File: config.mk
export PLATFORM = sky130hd
export DESIGN_NAME = ecc_err_regs
export DESIGN_NICKNAME = d
export VERILOG_FILES = /design/src/rtl/ecc_err_pkg.sv /design/src/rtl/ecc_err_record.sv /design/src/rtl/ecc_inject_ctl.sv /design/src/rtl/ecc_err_regs.sv
export SDC_FILE = /design/constraint.sdc
export NUM_CORES = 1
export LEC_CHECK = 0
export ABC_AREA = 1
export BUFFER_PORTS_ARGS = -buffer_cell sky130_fd_sc_hd__buf_2
export CORE_MARGIN = 4
export CORE_UTILIZATION = 40
export CTS_CLUSTER_DIAMETER = 30
export DETAILED_ROUTE_END_ITERATION = 16
export SLEW_MARGIN = 40
export SYNTH_ARGS = -nofsm -noshare
export SYNTH_HDL_FRONTEND = slang
export SYNTH_SLANG_ARGS = --single-unit
File: constraint.sdc
create_clock -name clk -period 3.6 [get_ports clk]
set_input_delay 0.36 -clock clk [delete_from_list [all_inputs] [get_ports clk]]
set_output_delay 0.36 -clock clk [all_outputs]
set_load 0.02 [all_outputs]
File: src/rtl/ecc_err_pkg.sv
package ecc_err_pkg;

   localparam int NCLASS = 4;

   // class index order is visible on evt_pulse / irq bit positions
   typedef enum logic [1:0] {
      CLS_TAG_FIX  = 2'd0,
      CLS_DAT_FIX  = 2'd1,
      CLS_DAT_FAIL = 2'd2,
      CLS_TAG_FAIL = 2'd3
   } err_class_e;

   localparam logic [11:0] OFF_GEOM = 12'h000;
   localparam logic [11:0] OFF_WAYS = 12'h008;
   localparam logic [11:0] OFF_INJ  = 12'h040;

   localparam logic [11:0] REC_LO  = 12'h0;
   localparam logic [11:0] REC_HI  = 12'h4;
   localparam logic [11:0] REC_CNT = 12'h8;

   function automatic logic [11:0] rec_base(input int idx);
      case (idx)
         0:       return 12'h100;
         1:       return 12'h140;
         2:       return 12'h160;
         default: return 12'h120;
      endcase
   endfunction

   function automatic logic inj_value_ok(input logic [31:0] w);
      return (w < 32'h0000_00FF) || ((w >= 32'h0001_0000) && (w < 32'h0001_00FF));
   endfunction

endpackage

File: src/rtl/ecc_err_record.sv
module ecc_err_record #(
   parameter int ADDR_W = 64,
   parameter int CNT_W  = 32
) (
   input  logic              clk,
   input  logic              rst_n,
   input  logic              evt,
   input  logic [ADDR_W-1:0] evt_addr,
   input  logic              cnt_rd,
   output logic [ADDR_W-1:0] addr_q,
   output logic [CNT_W-1:0]  cnt_q,
   output logic              irq
);

   localparam logic [CNT_W-1:0] CNT_MAX = {CNT_W{1'b1}};

   always_ff @(posedge clk or negedge rst_n) begin
      if (!rst_n) begin
         addr_q <= '0;
         cnt_q  <= '0;
         irq    <= 1'b0;
      end else if (evt) begin
         // a new event always wins over a same-cycle acknowledge
         addr_q <= evt_addr;
         irq    <= 1'b1;
         if (cnt_q != CNT_MAX) begin
            cnt_q <= cnt_q + CNT_W'(1);
         end
      end else if (cnt_rd) begin
         irq <= 1'b0;
      end
   end

endmodule

File: src/rtl/ecc_inject_ctl.sv
module ecc_inject_ctl import ecc_err_pkg::*; (
   input  logic        clk,
   input  logic        rst_n,
   input  logic        wr_hit,
   input  logic [31:0] wdata,
   output logic        inj_pulse,
   output logic        inj_target,
   output logic [7:0]  inj_bit,
   output logic [31:0] readback
);

   logic accept;

   assign accept   = wr_hit && inj_value_ok(wdata);
   assign readback = {15'd0, inj_target, 8'd0, inj_bit};

   always_ff @(posedge clk or negedge rst_n) begin
      if (!rst_n) begin
         inj_pulse  <= 1'b0;
         inj_target <= 1'b0;
         inj_bit    <= '0;
      end else begin
         inj_pulse <= accept;
         if (accept) begin
            inj_target <= wdata[16];
            inj_bit    <= wdata[7:0];
         end
      end
   end

endmodule

File: src/rtl/ecc_err_regs.sv
module ecc_err_regs import ecc_err_pkg::*; #(
   parameter int ADDR_W     = 64,
   parameter int CNT_W      = 32,
   parameter int BANKS      = 4,
   parameter int WAYS       = 16,
   parameter int SETS_LOG2  = 10,
   parameter int BLOCK_LOG2 = 6,
   parameter int WAY_MAX    = 15
) (
   input  logic                           clk,
   input  logic                           rst_n,
   input  logic [NCLASS-1:0]              evt_pulse,
   input  logic [NCLASS-1:0][ADDR_W-1:0]  evt_addr,
   input  logic                           bus_rd,
   input  logic                           bus_wr,
   input  logic [11:0]                    bus_addr,
   input  logic [31:0]                    bus_wdata,
   output logic [31:0]                    bus_rdata,
   output logic [NCLASS-1:0]              irq,
   output logic                           inj_pulse,
   output logic                           inj_target,
   output logic [7:0]                     inj_bit
);

   localparam logic [31:0] GEOM_WORD = {8'(BLOCK_LOG2), 8'(SETS_LOG2), 8'(WAYS), 8'(BANKS)};
   localparam logic [31:0] WAYS_WORD = {24'd0, 8'(WAY_MAX)};

   // elaboration-time parameter checks
   if (ADDR_W < 1 || ADDR_W > 64) begin : g_bad_addr_w
      $error("ecc_err_regs: ADDR_W must be 1..64");
   end
   if (CNT_W < 1 || CNT_W > 32) begin : g_bad_cnt_w
      $error("ecc_err_regs: CNT_W must be 1..32");
   end
   if (BANKS < 1 || BANKS > 255 || WAYS < 1 || WAYS > 255) begin : g_bad_geom
      $error("ecc_err_regs: BANKS and WAYS must be 1..255");
   end
   if (SETS_LOG2 < 0 || SETS_LOG2 > 255 || BLOCK_LOG2 < 0 || BLOCK_LOG2 > 255) begin : g_bad_log2
      $error("ecc_err_regs: log2 fields must fit in 8 bits");
   end
   if (WAY_MAX < 0 || WAY_MAX >= WAYS) begin : g_bad_way_max
      $error("ecc_err_regs: WAY_MAX must be below WAYS");
   end

   logic [ADDR_W-1:0] rec_addr [NCLASS];
   logic [CNT_W-1:0]  rec_cnt  [NCLASS];
   logic [31:0]       word_lo  [NCLASS];
   logic [31:0]       word_hi  [NCLASS];
   logic [31:0]       word_cnt [NCLASS];
   logic [NCLASS-1:0] cnt_rd;

   for (genvar c = 0; c < NCLASS; c++) begin : g_rec
      assign cnt_rd[c] = bus_rd && (bus_addr == rec_base(c) + REC_CNT);

      ecc_err_record #(
         .ADDR_W (ADDR_W),
         .CNT_W  (CNT_W)
      ) u_rec (
         .clk      (clk),
         .rst_n    (rst_n),
         .evt      (evt_pulse[c]),
         .evt_addr (evt_addr[c]),
         .cnt_rd   (cnt_rd[c]),
         .addr_q   (rec_addr[c]),
         .cnt_q    (rec_cnt[c]),
         .irq      (irq[c])
      );

      assign word_cnt[c] = 32'(rec_cnt[c]);

      // address width picks how the two address words are formed
      if (ADDR_W > 32) begin : g_wide
         assign word_lo[c] = rec_addr[c][31:0];
         assign word_hi[c] = 32'(rec_addr[c][ADDR_W-1:32]);
      end else begin : g_narrow
         assign word_lo[c] = 32'(rec_addr[c]);
         assign word_hi[c] = '0;
      end
   end

   logic [31:0] inj_readback;

   ecc_inject_ctl u_inj (
      .clk        (clk),
      .rst_n      (rst_n),
      .wr_hit     (bus_wr && (bus_addr == OFF_INJ)),
      .wdata      (bus_wdata),
      .inj_pulse  (inj_pulse),
      .inj_target (inj_target),
      .inj_bit    (inj_bit),
      .readback   (inj_readback)
   );

   logic [31:0] rd_mux;

   always_comb begin
      rd_mux = '0;
      if (bus_addr == OFF_GEOM) rd_mux = GEOM_WORD;
      if (bus_addr == OFF_WAYS) rd_mux = WAYS_WORD;
      if (bus_addr == OFF_INJ)  rd_mux = inj_readback;
      for (int c = 0; c < NCLASS; c++) begin
         if (bus_addr == rec_base(c) + REC_LO)  rd_mux = word_lo[c];
         if (bus_addr == rec_base(c) + REC_HI)  rd_mux = word_hi[c];
         if (bus_addr == rec_base(c) + REC_CNT) rd_mux = word_cnt[c];
      end
   end

   always_ff @(posedge clk or negedge rst_n) begin
      if (!rst_n) begin
         bus_rdata <= '0;
      end else if (bus_rd) begin
         bus_rdata <= rd_mux;
      end
   end

endmodule

Yosys cells after proc, flatten, opt, wreduce, memory -nomap -nowiden
Index checks and enable logic that the tools add are counted.
- bits in registers: 430
- bits of input ports: 308
- output and inout port bits: 46
- add/subtract/negate cells: 4
- order comparisons: 3
- equality and inequality tests: 18
- mux-type cells: 23
- reduce and logical (&&, ||, !) cells: 17
- operator list (operator ; number):
    two-way mux 32 bit ; 12
    == test 12 x 9 -> 1 bit (second input constant) ; 12
    adder 32 x 1 -> 32 bit (second input constant) ; 4
    != test 32 bit (second input constant) ; 4
    two-way mux 27 bit ; 3
    greater-or-equal comparator 32 x 17 -> 1 bit (second input constant) ; 1
    < comparator 32 x 17 -> 1 bit (second input constant) ; 1
    < comparator 32 x 8 -> 1 bit (second input constant) ; 1
    == test 12 x 4 -> 1 bit (second input constant) ; 1
    == test 12 x 7 -> 1 bit (second input constant) ; 1
    logical NOT 12 bit ; 1
    two-way mux 1 bit ; 8
    AND reduction 2 bit ; 4
    nonzero test 2 bit ; 4
    logical AND 1 bit ; 7
    logical OR 1 bit ; 1

Longest topological paths before layout
Gate-level depths: netlist of run 1.
- word-level depth: 16
- gate-level depth with buffers: 15
- depth with buffers taken out: 15

Modules after synthesis
Synthesis of run 1 repeated with hierarchy kept, for this count alone.
- cell total of the unflattened synthesis: 3739
- area total of the unflattened synthesis: 24952.7 µm²
- modules (own cells, without submodules) (module ; instances ; cells each ; area each (µm²)):
    ecc_err_record ; 4 ; 624 ; 4639.4
    ecc_err_regs ; 1 ; 1141 ; 5624.1
    ecc_inject_ctl ; 1 ; 102 ; 770.7

Worst setup path after synthesis of run 1
OpenSTA, ideal clock, no wires.
- path type: flip-flop to flip-flop
- start point: reg g_rec[1].u_rec.cnt_q[0]
- end point: reg g_rec[1].u_rec.cnt_q[22]
- arrival time: 1.757 ns
- data required time: 3.477 ns
- slack: 1.720 ns
- stages on the path, launching flop included: 13
- path buffers: 0
- period minus slack after synthesis: 1.880 ns
- cell sequence: dfrtp_1 ha_1 inv_1 nor2_1 nand4_1 nor2_1 nand2_1 nand2_2 nor2_2 nand3_1 nor2_1 nand4_1 xnor2_1
- word-level cells in the longest chain between the ends: 2
- elaborated cells on any way between the ends: 3
- ends and longest elaborated chain (what ; RTL line ; RTL):
    from (decl) ; ecc_err_record.sv:11 ; output logic [CNT_W-1:0] cnt_q,
    from (signal assigned) ; ecc_err_record.sv:27 ; cnt_q <= cnt_q + CNT_W'(1);
    branches (longest 2 deep; another with adder 32 x 1 -> 32 bit) ; n/a ;
Several ways; the timed one is not identified.
A chain may end at the register's enable or synchronous reset.

Final worst setup path of run 1
- start point: reg g_rec[3].u_rec.cnt_q[15]
- end point: reg g_rec[3].u_rec.cnt_q[9]
- word-level cells in the longest chain between the ends: 2
- ends and longest elaborated chain (what ; RTL line ; RTL):
    from (decl) ; ecc_err_record.sv:11 ;
    from (signal assigned) ; ecc_err_record.sv:27 ;
    != test 32 bit ; ecc_err_record.sv:26 ; if (cnt_q != CNT_MAX) begin
    AND reduction 2 bit (no source line) ; n/a ;
Every way passes these cells.

==> results.cfg, run 1 <==
[finish]
synthToLayoutAreaGrowth_pct = 40.8
fin_area_sq_um = 30400
finish.net_count = 3814
n_antenna_cell = 0
drive_gt1_share_pct = 17.6

[clocking]
ctsHoldBuffers = 260
cts-resized-gates = 0
tritoncts = built
clock_latency_ns = 0.65
path_clk_slew_ns = 0.05
cts_made_buffers = 104
cts_root_buf = clkbuf_16
h-tree-depth = 3
cts_setup_buffers = 0
cts_sinks = 430
clock_path_buffers = 3

[timing]
rsz0062_at_grt = no
fin_skew_ns = 0.0227
setup_viol = 0
final.setup.tns_ns = 0
drv_slew = 0
period_minus_slack_ns = 2.55
worstMarginPinSlew_ns = 0.747
fmax_mhz = 391
slew_headroom_pct = 50.2
post-route-period-util_pct = 71.0
finalHoldViolCount = 0

[critical_path]
crit_fanout = 27
critical_path_class = flip-flop to flip-flop
cp-end-kind = flip-flop
critPathRequiredTime_ns = 4.11
critPathLaunchType = flip-flop
path_buf_inv = 2
cpPeakStageDelay_ns = 0.39
crit_chain = inv_1 -> nor3_1 -> nand2_1 -> nor3_2 -> nand2_1 -> nand2_2 -> inv_2 -> nand3_1 -> nor3_1 -> xor2_1
arrival_ns = 3.06
cp_slowest_cell = dfrtp_1
crit_family = simple AND/OR/NAND/NOR gates

[logic_synthesis]
synth_area_sq_um = 21600
yosys-top-cells-area = dfrtp_1 (50%), nand2_1 (23%), xor2_1 (4.1%)
synth_area_leader_cell = dfrtp_1
synth_seq_cells = 430
synth-seq-area-share_pct = 49.9
synthTopCellsByCount = nand2_1 (1,308), dfrtp_1 (430), nor2_1 (197), inv_1 (191), o21ai_0 (105)
synth_top_area_share_pct = 49.9
synth_nets = 3170
synth.distinct_cells = 42
yosysWarnings = 0
synthCells = 2858
synth_ff_type = dfrtp_1
postSynth.asyncResetShare_pct = 100
synth.avg_cell_area_sq_um = 7.55
yosysMostFrequentCell = nand2_1
synth_edf_count = 0

[status]
status = complete, no violations

[global_routing]
grt.total_usage_pct = 30.1
grt_overflow = 0
grt_antenna_before_repair = 0
grt_max_degree = 96
grt_pass1_wl_mm = 132
grt_pass1_vias = 22100

[floorplan]
die-area_sq_um = 57700
fp-row-count = 84
die_w_microns = 240
die-height_microns = 240
core_sq_um = 53000
initial_core_util_pct = 40.7
pin_count = 354

[routing]
drt-initial-drc-count = 1967
post-route-drc-count = 0
first_pass_iters = 5
vias_per_cell = 5.14
final_antenna_net_count = 0
num_vias = 22000
routedWlPerCell_microns = 20.6
wl_mm = 88.0

[power]
ir_drop_mv = 0.442
powerDensity_nw_per_um2 = 565
leakage_nw = 15.3
finalPower_mw = 17.2

[place]
io_buffers = 353
finalWeightedCongestion = 0.966
hpwl_mm = 64.4
place_area_sq_um = 24000

[min_path]
hp-class = input pin to flip-flop

[flow_run]
drv_cap = 0
-- final timing paths --
check                           cells after the start  slack [ns]                                    end                                  from
worst max-delay path                               10        1.05    g_rec[3].u_rec.cnt_q[9]$_DFFE_PN0P_  g_rec[3].u_rec.cnt_q[15]$_DFFE_PN0P_
worst min-delay path                                3        0.04  g_rec[0].u_rec.addr_q[34]$_DFFE_PN0P_                          evt_addr[34]
worst max register to register                     10        1.05    g_rec[3].u_rec.cnt_q[9]$_DFFE_PN0P_  g_rec[3].u_rec.cnt_q[15]$_DFFE_PN0P_
worst min register to register                      1        0.47   g_rec[1].u_rec.cnt_q[16]$_DFFE_PN0P_  g_rec[1].u_rec.cnt_q[16]$_DFFE_PN0P_
max in group asynchronous                           3        2.29  g_rec[1].u_rec.addr_q[35]$_DFFE_PN0P_                                 rst_n
min in group asynchronous                           2        0.28  g_rec[0].u_rec.addr_q[48]$_DFFE_PN0P_                                 rst_n
-- power breakdown --
group	switching, mW	internal, mW
clock network	3.22	6.63
registers	0.434	5.30
logic	0.941	0.641
-- cells by family after synthesis --
group	Yosys count	share of synthesized area, %
and+or+nand+nor	1802	34.7
DFF	430	49.9
adders and majority gates	4	0.232
xor gates and xnor gates	120	4.87
buffers and inverters	313	5.84
AOI/OAI and AO/OA	189	4.53
-- worst min-delay path, cell delays in order --
cell,delay [ns]
buf_2,0.08
nand2_1,0.11
nand2_1,0.09
-- routing by layer --
metal / vias to the layer above / part of all wire, % / GRT usage [%]
met1: 10600 / 45 / 42.7
met4: 0 / 3.5 / 11.5
met3: 156 / 7.4 / 5.26
met2: 956 / 44 / 46.5
met5: - / 0 / 0
li1: 10300 / - / -
-- placed cells by master (no fill, tap or decap), drive strengths merged, types with 3 or more instances in the layout --
| cell | synthesis | final |
|---|---|---|
| or2 | 3 | 3 |
| nand3 | 69 | 69 |
| inv | 209 | 219 |
| buf | 30 | 381 |
| clkinvlp | 0 | 23 |
| nor2 | 212 | 212 |
| dfrtp | 430 | 430 |
| xnor2 | 19 | 19 |
| clkbuf | 73 | 120 |
| nor3 | 70 | 70 |
| clkinv | 1 | 31 |
| nand4 | 89 | 89 |
| nor4 | 27 | 27 |
| o22ai | 3 | 3 |
| ha | 4 | 4 |
| a21oi | 57 | 57 |
| dlygate4sd3 | 0 | 260 |
| xor2 | 101 | 101 |
| nand2 | 1322 | 1322 |
| bufinv | 0 | 15 |
| o211ai | 7 | 7 |
| o21ai | 118 | 118 |
-- sequential cells by signal, summed over array words and instances, names as in the netlist --
name / count
bus_rdata: 32
g_rec.u_rec.addr_q: 256
u_inj.inj_target: 1
g_rec.u_rec.irq: 4
u_inj.inj_bit: 8
g_rec.u_rec.cnt_q: 128
u_inj.inj_pulse: 1
-- metrics by stage --
stage / setup slack [ns] / util, % / instances / hold WS [ns]
after global routing: 0.901 / 57.4 / 4282 / 0.0148
final: 1.05 / 57.4 / 4282 / 0.0352
after CTS: 1.02 / 57.4 / 4282 / 0.00104
after detailed placement: 0.535 / 45.4 / 3824 / 0.392
after global placement: 0.578 / 45.4 / 3824 / 0.383
after floorplan: 1.72 / - / 2858 / 0.0644
-- area by class of cell --
| type | count | area [sq um] |
|---|---|---|
| Tap cell | 688 | 861 |
| Clock inverter | 78 | 1000 |
| Timing Repair Buffer | 641 | 4660 |
| Multi-Input combinational cell | 2115 | 9570 |
| Sequential cell | 430 | 10800 |
| Clock buffer | 120 | 2750 |
| Fill cell | 4850 | 22600 |
| Inverter | 210 | 796 |
Power figures use the tool's default switching activity.
==> inputs of run 2 (changes only) <==
==> constraint.sdc (replaced) <==
create_clock -name clk -period 2.24 [get_ports clk]
set_input_delay 0.224 -clock clk [delete_from_list [all_inputs] [get_ports clk]]
set_output_delay 0.224 -clock clk [all_outputs]
set_load 0.02 [all_outputs]
==> results.cfg, run 2 (synthesis gave the netlist of run 1 again) <==
[floorplan]
pin_count = 354
die-height_microns = 240
initial_core_util_pct = 40.7
fp-row-count = 84
die_w_microns = 240
die-area_sq_um = 57700
core_sq_um = 53000

[routing]
final_antenna_net_count = 0
num_vias = 22700
first_pass_iters = 5
wl_mm = 91.3
vias_per_cell = 5.12
drt-initial-drc-count = 1916
routedWlPerCell_microns = 20.6
post-route-drc-count = 0

[global_routing]
grt_antenna_before_repair = 3
grt_overflow = 0
grt_pass1_vias = 22900
grt.total_usage_pct = 31.3
grt_max_degree = 86
grt_pass1_wl_mm = 137

[power]
combPwrFrac_pct = 10.1
p_int_mw = 21.0
leakage_nw = 16.2
pwr-share-seq_pct = 32.4
powerDensity_nw_per_um2 = 889
ir_drop_mv = 0.608
p_sw_share_pct = 25.6
switchingPower_mw = 7.25
p_clk_share_pct = 57.5

[finish]
drive_gt1_share_pct = 20.6
regMostFlops = g_rec.u_rec.addr_q
largest_reg_flops = 256
final_cells = 4425
final_common_cell = nand2_1
regArea_sq_um = 10800
most-common-layout-cells = nand2_1 (1,307), dfrtp_1 (428), buf_2 (352)
final_util_pct = 60.0
reg_top3 = g_rec.u_rec.addr_q: 256 flops, g_rec.u_rec.cnt_q: 128 flops, bus_rdata: 32 flops
finish.net_count = 3957
multi_input_area_sq_um = 9630
final.fill_count = 4708
synthToLayoutAreaGrowth_pct = 47.4

[critical_path]
crit_fanout = 5
cp-end-kind = flip-flop
critical_path_class = flip-flop to flip-flop
crit_family = simple AND/OR/NAND/NOR gates
critPathLaunchType = flip-flop
critical_path.reg2reg.startpoint = g_rec[3].u_rec.cnt_q[15]$_DFFE_PN0P_
arrival_ns = 2.70
path_buf_inv = 2
crit_start = g_rec[3].u_rec.cnt_q[15]$_DFFE_PN0P_
cpPeakStageDelay_ns = 0.38
cp_slowest_cell = dfrtp_1
crit_chain = inv_1 -> nor3_2 -> nand2_1 -> nor3_2 -> nand2_1 -> nand2_2 -> inv_2 -> nand3_1 -> nor3_1 -> xor2_1
critPathRequiredTime_ns = 2.74

[timing]
setup_viol = 0
drv_slew = 0
period_minus_slack_ns = 2.19
post-route-period-util_pct = 98.0
worstMarginPinSlew_ns = 0.646
holdWs_ns = 0.0257
fin_skew_ns = 0.0321
finalHoldViolCount = 0
slew_headroom_pct = 56.9
rsz0062_at_grt = no
fmax_mhz = 456

[place]
hpwl_mm = 68.3
io_buffers = 353
finalWeightedCongestion = 0.976
dp.cells = 3953

[clocking]
clock_latency_ns = 0.66
h-tree-depth = 3
path_clk_slew_ns = 0.05
cts_root_buf = clkbuf_16
tritoncts = built
clock_path_buffers = 3
cts_sinks = 430
cts_made_buffers = 110
cts_setup_buffers = 0

[status]
status = complete, no violations

[min_path]
hp-class = input pin to flip-flop
hold_start = bus_wdata[18]

[flow_run]
drv_cap = 0
==> run 2: changes by cell type in the layout (fill, tap and decap cells not counted), sizes merged <==
cell	previous run	this run
inv	219	212
diode	0	2
clkinv	31	26
clkbuf	120	145
dlygate4sd3	260	268
clkinvlp	23	14
buf	381	510
==> run 2: metrics by stage <==
step | total power [mW] | setup WS (ns) | TNS (ns) | cell area (sq um)
floorplan | 10.3 | 0.360 | 0 | 21600
global placement | 11.6 | -0.443 | -3.27 | 25200
detailed placement | 11.7 | -0.441 | -2.87 | 25200
CTS | 28.4 | 0.0424 | 0 | 31700
global route | 29.3 | 0.00330 | 0 | 31800
finish | 28.3 | 0.0457 | 0 | 31800
==> run 2: what timing repair did <==
action / CTS / global route
resized for setup: 2 / 14
endpoints found under the setup margin: 9 / 40
hold buffers: 268 / 0
hold endpoints to repair: 493 / 0
==> run 2: worst paths after layout <==
| kind | slack (ns) | cells after the start | end |
|---|---|---|---|
| min in group asynchronous | 0.09 | 2 | g_rec[0].u_rec.addr_q[38]$_DFFE_PN0P_ |
| min reg2reg | 0.47 | 1 | g_rec[1].u_rec.cnt_q[16]$_DFFE_PN0P_ |
| max | 0.05 | 10 | g_rec[3].u_rec.cnt_q[9]$_DFFE_PN0P_ |
| max reg2reg | 0.05 | 10 | g_rec[3].u_rec.cnt_q[9]$_DFFE_PN0P_ |
| min | 0.03 | 5 | u_inj.inj_pulse$_DFF_PN0_ |
| max in group asynchronous | 1.25 | 3 | g_rec[1].u_rec.cnt_q[29]$_DFFE_PN0P_ |
==> run 2: cell type report <==
cell class | instances | area share (%)
clock inverter | 57 | 2.47
tap | 688 | 2.71
sequential | 430 | 33.8
timing repair buffer | 778 | 18.5
multi-input combinational | 2115 | 30.3
clock buffer | 145 | 9.67
inverter | 210 | 2.49
antenna | 2 | 0.0157
==> run 2: worst reg2reg max path: stages, from the launching register on <==
cell,delay [ns]
dfrtp_1,0.38
inv_1,0.11
nor3_2,0.34
nand2_1,0.14
nor3_2,0.33
nand2_1,0.13
nand2_2,0.11
inv_2,0.11
nand3_1,0.15
nor3_1,0.09
xor2_1,0.15
==> run 2: routing by layer <==
metal  GRT usage (%)  up-vias  share of wire (%)
met3            6.61      201                7.9
met4            11.8        2                3.7
li1                -    10600                  -
met2            46.6     1004                 43
met5               0        -             0.0077
met1            45.2    10800                 45
==> run 2: power groups by stage <==
stage	Combinational, mW	Clock (mW)	Sequential (mW)
2_1_floorplan	1.25	0	9.05
3_3_place_gp	2.39	0	9.23
3_5_place_dp	2.43	0	9.23
4_1_cts	2.82	16.4	9.14
5_1_grt	3.17	16.9	9.22
6_report	2.86	16.3	9.15
